<file path="src/rtl/div56_pkg.sv">
// Shared types for the divide-by-5/6 Johnson stage.
// Assumes a three-bit ring; the output tap and skip rule rely on that width.
package div56_pkg;
    localparam int RING_W  = 3;
    localparam int OUT_TAP = RING_W - 2;

    typedef logic [RING_W-1:0] ring_t;

    typedef enum logic {
        MODE_DIV6 = 1'b0,
        MODE_DIV5 = 1'b1
    } div_mode_e;

    localparam ring_t RING_ZERO = '0;
    // Pattern with only the top bit set: the state dropped in five-count mode.
    localparam ring_t RING_SKIP = ring_t'(1) << (RING_W - 1);
endpackage

</file>
<file path="src/rtl/div56_step_gate.sv">
// Qualifies a count strobe into a single advance request and decodes the mode.
// Assumes cnt_strobe is already a one-clock pulse in the clk domain.
module div56_step_gate
    import div56_pkg::*;
(
    input  logic      cnt_strobe,
    input  logic      cnt_en,
    input  logic      clear,
    input  logic      div_five,
    output logic      advance,
    output div_mode_e mode
);
    // Advance only when enabled and not being cleared.
    always_comb begin
        advance = cnt_strobe && cnt_en && !clear;
        mode    = div_five ? MODE_DIV5 : MODE_DIV6;
    end
endmodule

</file>
<file path="src/rtl/div56_ring_next.sv">
// Next-state function of the twisted ring with an optional skipped state.
// Assumes cur is the registered ring; output is purely combinational.
module div56_ring_next
    import div56_pkg::*;
(
    input  ring_t     cur,
    input  div_mode_e mode,
    output ring_t     nxt,
    output logic      wraps
);
    logic  legal;
    ring_t shifted;

    // A Johnson pattern has at most one boundary between adjacent bits.
    always_comb begin
        int edges;
        edges = 0;
        for (int i = 0; i < RING_W - 1; i++) begin
            if (cur[i] != cur[i+1]) edges++;
        end
        legal = (edges <= 1);
    end

    // Twisted shift: inverted top bit enters at the bottom.
    always_comb begin
        shifted = {cur[RING_W-2:0], ~cur[RING_W-1]};
    end

    // Pick the next pattern: recover illegal rings, drop the skip state in five-count mode.
    always_comb begin
        if (!legal) begin
            nxt = RING_ZERO;
        end else if (mode == MODE_DIV5 && shifted == RING_SKIP) begin
            nxt = RING_ZERO;
        end else begin
            nxt = shifted;
        end
        wraps = (nxt == RING_ZERO);
    end
endmodule

</file>
<file path="src/rtl/div56_ring_reg.sv">
// Holds the ring and the carry flag; applies reset, clear and advance in that priority.
// Assumes advance is already masked by clear and enable.
module div56_ring_reg
    import div56_pkg::*;
(
    input  logic  clk,
    input  logic  rst_n,
    input  logic  clear,
    input  logic  advance,
    input  ring_t nxt,
    input  logic  wraps,
    output ring_t ring,
    output logic  carry
);
    // State update with synchronous active-low reset.
    always_ff @(posedge clk) begin
        if (!rst_n) begin
            ring  <= RING_ZERO;
            carry <= 1'b0;
        end else if (clear) begin
            ring  <= RING_ZERO;
            carry <= 1'b0;
        end else if (advance) begin
            ring  <= nxt;
            carry <= wraps;
        end else begin
            carry <= 1'b0;
        end
    end

    assert_hold_when_idle_R3: assert property (@(posedge clk) disable iff (!rst_n)
        (!advance && !clear) |=> ($stable(ring) && !carry));

    assert_clear_wins_R4: assert property (@(posedge clk) disable iff (!rst_n)
        clear |=> (ring == RING_ZERO && !carry));

    assert_carry_at_zero_R7: assert property (@(posedge clk) disable iff (!rst_n)
        carry |-> (ring == RING_ZERO));

    assert_carry_needs_step_R7: assert property (@(posedge clk) disable iff (!rst_n)
        !advance |=> !carry);
endmodule

</file>
<file path="src/rtl/line_div56_stage.sv">
// Top of the selectable divide-by-5/6 stage: gate, next-state logic and state register.
// Assumes all inputs are synchronous to clk; one strobe equals one line falling edge.
module line_div56_stage
    import div56_pkg::*;
(
    input  logic clk,
    input  logic rst_n,
    input  logic cnt_strobe,
    input  logic cnt_en,
    input  logic clear,
    input  logic div_five,
    output logic wave_out,
    output logic period_tick
);
    logic      advance;
    div_mode_e mode;
    ring_t     ring;
    ring_t     nxt;
    logic      wraps;

    div56_step_gate u_gate (
        .cnt_strobe (cnt_strobe),
        .cnt_en     (cnt_en),
        .clear      (clear),
        .div_five   (div_five),
        .advance    (advance),
        .mode       (mode)
    );

    div56_ring_next u_next (
        .cur   (ring),
        .mode  (mode),
        .nxt   (nxt),
        .wraps (wraps)
    );

    div56_ring_reg u_reg (
        .clk     (clk),
        .rst_n   (rst_n),
        .clear   (clear),
        .advance (advance),
        .nxt     (nxt),
        .wraps   (wraps),
        .ring    (ring),
        .carry   (period_tick)
    );

    // Output tap: ring bit 1 gives 3/3 in six-count and 2 low/3 high in five-count.
    always_comb begin
        wave_out = ring[OUT_TAP];
    end

    assert_legal_ring_R8: assert property (@(posedge clk) disable iff (!rst_n)
        (ring != 3'b010) && (ring != 3'b101));

    assert_skip_in_five_R6: assert property (@(posedge clk) disable iff (!rst_n)
        (advance && div_five && ring == 3'b110) |=> (ring == 3'b000 && period_tick));

    assert_full_walk_six_R5: assert property (@(posedge clk) disable iff (!rst_n)
        (advance && !div_five && ring == 3'b110) |=> (ring == 3'b100 && !period_tick));

    assert_late_select_R9: assert property (@(posedge clk) disable iff (!rst_n)
        (advance && ring == 3'b100) |=> (ring == 3'b000 && period_tick));

    assert_single_step_R2: assert property (@(posedge clk) disable iff (!rst_n)
        (advance && ring == 3'b001) |=> (ring == 3'b011));
endmodule

</file>
<file path="config.mk">
export PLATFORM = sky130hd
export DESIGN_NAME = line_div56_stage
export DESIGN_NICKNAME = d
export VERILOG_FILES = /design/src/rtl/div56_pkg.sv /design/src/rtl/div56_step_gate.sv /design/src/rtl/div56_ring_next.sv /design/src/rtl/div56_ring_reg.sv /design/src/rtl/line_div56_stage.sv
export SDC_FILE = /design/constraint.sdc
export NUM_CORES = 1
export LEC_CHECK = 0
export BUFFER_PORTS_ARGS = -buffer_cell sky130_fd_sc_hd__buf_2
export CAP_MARGIN = 20
export CELL_PAD_IN_SITES_DETAIL_PLACEMENT = 1
export CELL_PAD_IN_SITES_GLOBAL_PLACEMENT = 2
export CORE_AREA = 2 2 39 41
export DETAILED_ROUTE_END_ITERATION = 8
export DIE_AREA = 0 0 41 43
export GPL_ROUTABILITY_DRIVEN = 0
export HOLD_SLACK_MARGIN = 0.05
export PLACE_DENSITY_LB_ADDON = 0.1
export SYNTH_ARGS = -nofsm -noshare
export SYNTH_HDL_FRONTEND = slang
export SYNTH_SLANG_ARGS = --single-unit
</file>
<file path="constraint.sdc">
create_clock -name clk -period 1.2 [get_ports clk]
set_input_delay 0.06 -clock clk [delete_from_list [all_inputs] [get_ports clk]]
set_output_delay 0.06 -clock clk [all_outputs]
set_load 0.05 [all_outputs]
</file>
Yosys cells after proc, flatten, opt, wreduce, memory -nomap -nowiden

Index checks and enable logic that the tools add are counted.

Output and inout port bits: 2
Word-level logic and storage cells: 22
Input bits: 6
Register bits: 4

Eq/ne operators: 3
Add/sub/neg operators: 1
Muxes and demuxes: 5
Bitwise gates (word level): 3
$lt $le $gt $ge: 1
Reductions and logical operators: 7

Operators by type and width:

| kind                                                                   | number |
|---|---|
| 32-bit by 2-bit <= comparator with 1-bit output, second input constant | 1 |
| 32-bit 2-to-1 mux                                                      | 1 |
| 3-bit 2-to-1 mux                                                       | 2 |
| 3-bit equality test, second input constant                             | 1 |
| 1-bit logical AND                                                      | 3 |
| 3-bit logical NOT                                                      | 1 |
| 1-bit inverter                                                         | 3 |
| 3-bit OR reduction                                                     | 1 |
| 1-bit by 1-bit adder with 2-bit output, second input constant          | 1 |
| 1-bit 2-to-1 mux                                                       | 2 |
| 1-bit inequality test                                                  | 2 |
| 2-bit OR reduction                                                     | 1 |
| 1-bit logical NOT                                                      | 1 |

Depth between registers and ports, before layout

Depth in word-level cells: 7
Depth in mapped cells: 3
Gate-level depth less buffers: 3

Cells and area by module

A second synthesis with hierarchy kept.

Cell total of the unflattened synthesis: 22
Area, all modules: 202.7 µm²

By module, submodules not included:

| module          | area each (µm²) | instances | cells an instance | seq. area each (µm²) |
|---|---|---|---|---|
| div56_ring_reg  | 135.1           | 1         | 13                | 80.1 |
| div56_ring_next | 51.3            | 1         | 7                 | 0.0 |
| div56_step_gate | 16.3            | 1         | 2                 | 0.0 |

Worst setup path after synthesis

Ideal clock, no wire load.

Path type: register -> register
Start point: register u_reg.ring[1]
End point: register u_reg.carry
Cell stages (with the launch flop): 4
Clock period less this slack: 1115 ps
Data required time: 1083 ps
Setup time: 117 ps
Arrival: 998 ps
Buffers on the path: 0
Slack: 85 ps
Path through: dfxtp_1 nor2b_1 a31oi_1 nor3_2

Longest elaborated chain between the ends: 7
Elaborated cells on any way between the ends: 11
Those cells by class: add/sub: 1; order compare: 1; eq/ne: 3; mux: 4; reduce/logical: 2

RTL lines:

| what                                            | RTL line              | RTL |
|---|---|---|
| start, declared                                 | div56_ring_reg.sv:12  | `output ring_t ring,` |
| start signal, assigned                          | div56_ring_reg.sv:24  | `ring <= nxt;` |
| 1-bit inequality test                           | div56_ring_next.sv:19 | `if (cur[i] != cur[i+1]) edges++;` |
| 1-bit 2-to-1 mux                                | div56_ring_next.sv:19 |  |
| 1-bit by 1-bit adder with 2-bit output          | div56_ring_next.sv:19 |  |
| 32-bit 2-to-1 mux                               | div56_ring_next.sv:19 |  |
| 32-bit by 2-bit <= comparator with 1-bit output | div56_ring_next.sv:21 | `legal = (edges <= 1);` |
| 3-bit 2-to-1 mux (*)                            | div56_ring_next.sv:31 | `if (!legal) begin` |
| 3-bit logical NOT (*)                           | div56_ring_next.sv:38 | `wraps = (nxt == RING_ZERO);` |
| end signal, assigned                            | div56_ring_reg.sv:25  | `carry <= wraps;` |
| end, declared                                   | div56_ring_reg.sv:13  | `output logic carry` |

Every way passes the cells marked *; elsewhere a longest branch is shown, timed or not.
A chain may end at the register's enable or synchronous reset.

Worst setup path in the final report

Start point: register u_reg.ring[1]
End point: output wave_out

RTL lines:

| what          | RTL line               | RTL |
|---|---|---|
| end, declared | line_div56_stage.sv:12 | `output logic wave_out,` |

No word-level cell between the ends.

==> impl_metrics.json <==
{
  "antennaDiodeCount": 0,
  "status": "completed",
  "relSlewSlack": 0.8262,
  "ys_warn_count": 0,
  "numPlacedInstances": 44,
  "hold_buffers": 0,
  "drive_gt1_frac": 0.4516,
  "layout.nets": 39,
  "drv_cap": 0,
  "yosysTopAreaCell": "dfxtp_1",
  "drtIter0Drc": 1,
  "cts.clk_slew.worst_paths_ns": 0.04,
  "vias": 185,
  "ys_top_cells_by_area": "dfxtp_1 42%, a31oi_1 9.7%, nand2b_4 7.1%",
  "synth_cell_types": 14,
  "area_growth_syn_to_layout_pct": 40.26,
  "power.leakage_uw": 0.0001198,
  "drtPass1Iterations": 2,
  "cp.buffers_inverters": 1,
  "fillers": 171,
  "ys_ff_latch": 4,
  "clock_path_buffers": 2,
  "syn_area_um2": 192.7,
  "min_period_ns": 1.067,
  "rows": 14,
  "grt_antenna_before_repair": 0,
  "grt_max_degree": 8,
  "critPathSlowestCell": "dfxtp_1",
  "hold_path.class": "input pin to register",
  "placed_area_um2": 247.7,
  "numPortBuffers": 7,
  "root_buffer": "clkbuf_4",
  "htree_levels": 1,
  "cp_cell_sequence": "buf_2",
  "fin_crit_sh": 0.8888,
  "clock_latency_ns": 0.23,
  "die_x_um": 41,
  "coreArea_um2": 1384,
  "clock-sinks": 4,
  "drc_errors": 0,
  "die-area_um2": 1763,
  "avgSynthCellArea_um2": 9.175,
  "grt_overflow": 0,
  "routed_via_density": 3.936,
  "crit_family": "flip-flops",
  "worstPathArrival_ns": 1.01,
  "wl_per_cell_um": 9.915,
  "path_class": "register to output port",
  "ant_nets": 0,
  "cp.required_ns": 1.14,
  "synth_cells": 21,
  "slew_viol_final": 0,
  "clock_skew_ns": 0.004342,
  "cp-start-kind": "register",
  "vdd_drop_max_mv": 0.2412,
  "die_h_um": 43,
  "tightest_slew_ns": 0.2603,
  "fin_area_um2": 270.3,
  "setup_viol": 0,
  "grt_pass1_vias": 182,
  "post-cts-setup-buffers": 0,
  "hold_viol_final": 0,
  "max_freq_ghz": 0.9375,
  "cp_max_fo": 7,
  "grt_use_total": 0.06700,
  "ys_seq_area_frac": 0.4156,
  "critPathMaxStageDelay_ns": 0.46,
  "grt_pass1_wl_um": 759,
  "syn-num-nets": 27,
  "dp_slack_ns": 0.3260,
  "start_util": 0.1392,
  "dpl.hpwl_um": 363.6,
  "io_pins": 8,
  "crit_path_end_kind": "output port",
  "yosys.area.top_type_share": 0.4156,
  "powerDensity_nw_per_um2": 1246,
  "rsz0062_at_grt": "false",
  "numCtsBuffers": 3,
  "fin_util": 0.1953,
  "cts_tree": "yes",
  "post_cts_resized": 0,
  "fin_cells": 47,
  "layout_setup_ws_ns": 0.1334,
  "routed_wl_um": 466,
  "tns_ns": 0
}
==> path summary, 6_finish.rpt <==
check,to,cells past startpoint,from,slack [ns]
max,wave_out,1,u_reg.ring[1],0.13
min,u_reg.ring[2],3,rst_n,0.12
max reg2reg,u_reg.carry,3,u_reg.ring[1],0.33
min reg2reg,u_reg.ring[0],1,u_reg.ring[0],0.54
==> per-layer routing <==
metal  track usage  up-vias  share of wire
li1              -       95              -
met1       0.09206       83           0.52
met2       0.08125        7           0.40
met3       0.03141        0          0.075
met4       0.04000        0              0
met5             0        -              0
==> synth_stat cells <==
cell type and count:
dfxtp_1 4, a31oi_1 3, inv_1 2, nor2_1 2, nand2_1 1, nand2_2 1
nand2b_1 1, nand2b_4 1, nand3b_1 1, nand4_1 1, nor2b_1 1, nor3_2 1
o21a_1 1, o221a_2 1
==> logic make-up (layout without fill, tap and decap cells) <==
group                  after synthesis  in the layout  share of synthesized area
AND/OR/NAND/NOR                     10             10                     0.3507
AO/OA/AOI/OAI                        5              5                     0.1948
buffers and inverters                2             12                    0.03898
flip-flops                           4              4                     0.4156
==> power breakdown <==
part           internal (uW)  switching (uW)
Clock                    112            52.9
Combinational           14.8            17.8
Sequential               136            3.46
==> cells in the final DEF, fill, tap and decap left out, drive strengths merged <==
| master | netlist | layout |
|---|---|---|
| a31oi | 3 | 3 |
| buf | 0 | 7 |
| clkbuf | 0 | 3 |
| dfxtp | 4 | 4 |
| inv | 2 | 2 |
| nand2 | 2 | 2 |
| nand2b | 2 | 2 |
| nand3b | 1 | 1 |
| nand4 | 1 | 1 |
| nor2 | 2 | 2 |
| nor2b | 1 | 1 |
| nor3 | 1 | 1 |
| o21a | 1 | 1 |
| o221a | 1 | 1 |
==> final cells by class <==
class	count	area, um^2	share of cell area
inverter	2	7.507	0.02778
tap	16	20.02	0.07407
multi-input combinational	15	105.1	0.3889
clock buffer	3	22.52	0.08333
sequential	4	80.08	0.2963
timing repair buffer	7	35.03	0.1296
==> registers in the layout, indices dropped and copies added (netlist names) <==
signal,flops
u_reg.carry,1
u_reg.ring,3
==> through the flow <==
| stage | hold slack (ns) | total power (uW) |
|---|---|---|
| after CTS | 0.1131 | 347.2 |
| after global routing | 0.1071 | 364.6 |
| after global placement | 0.3552 | 174.3 |
| final | 0.1167 | 336.7 |
| after floorplan | 0.2057 | 158.6 |
| after detailed placement | 0.3581 | 174.6 |
No activity file was read; power rests on OpenSTA's default activity.
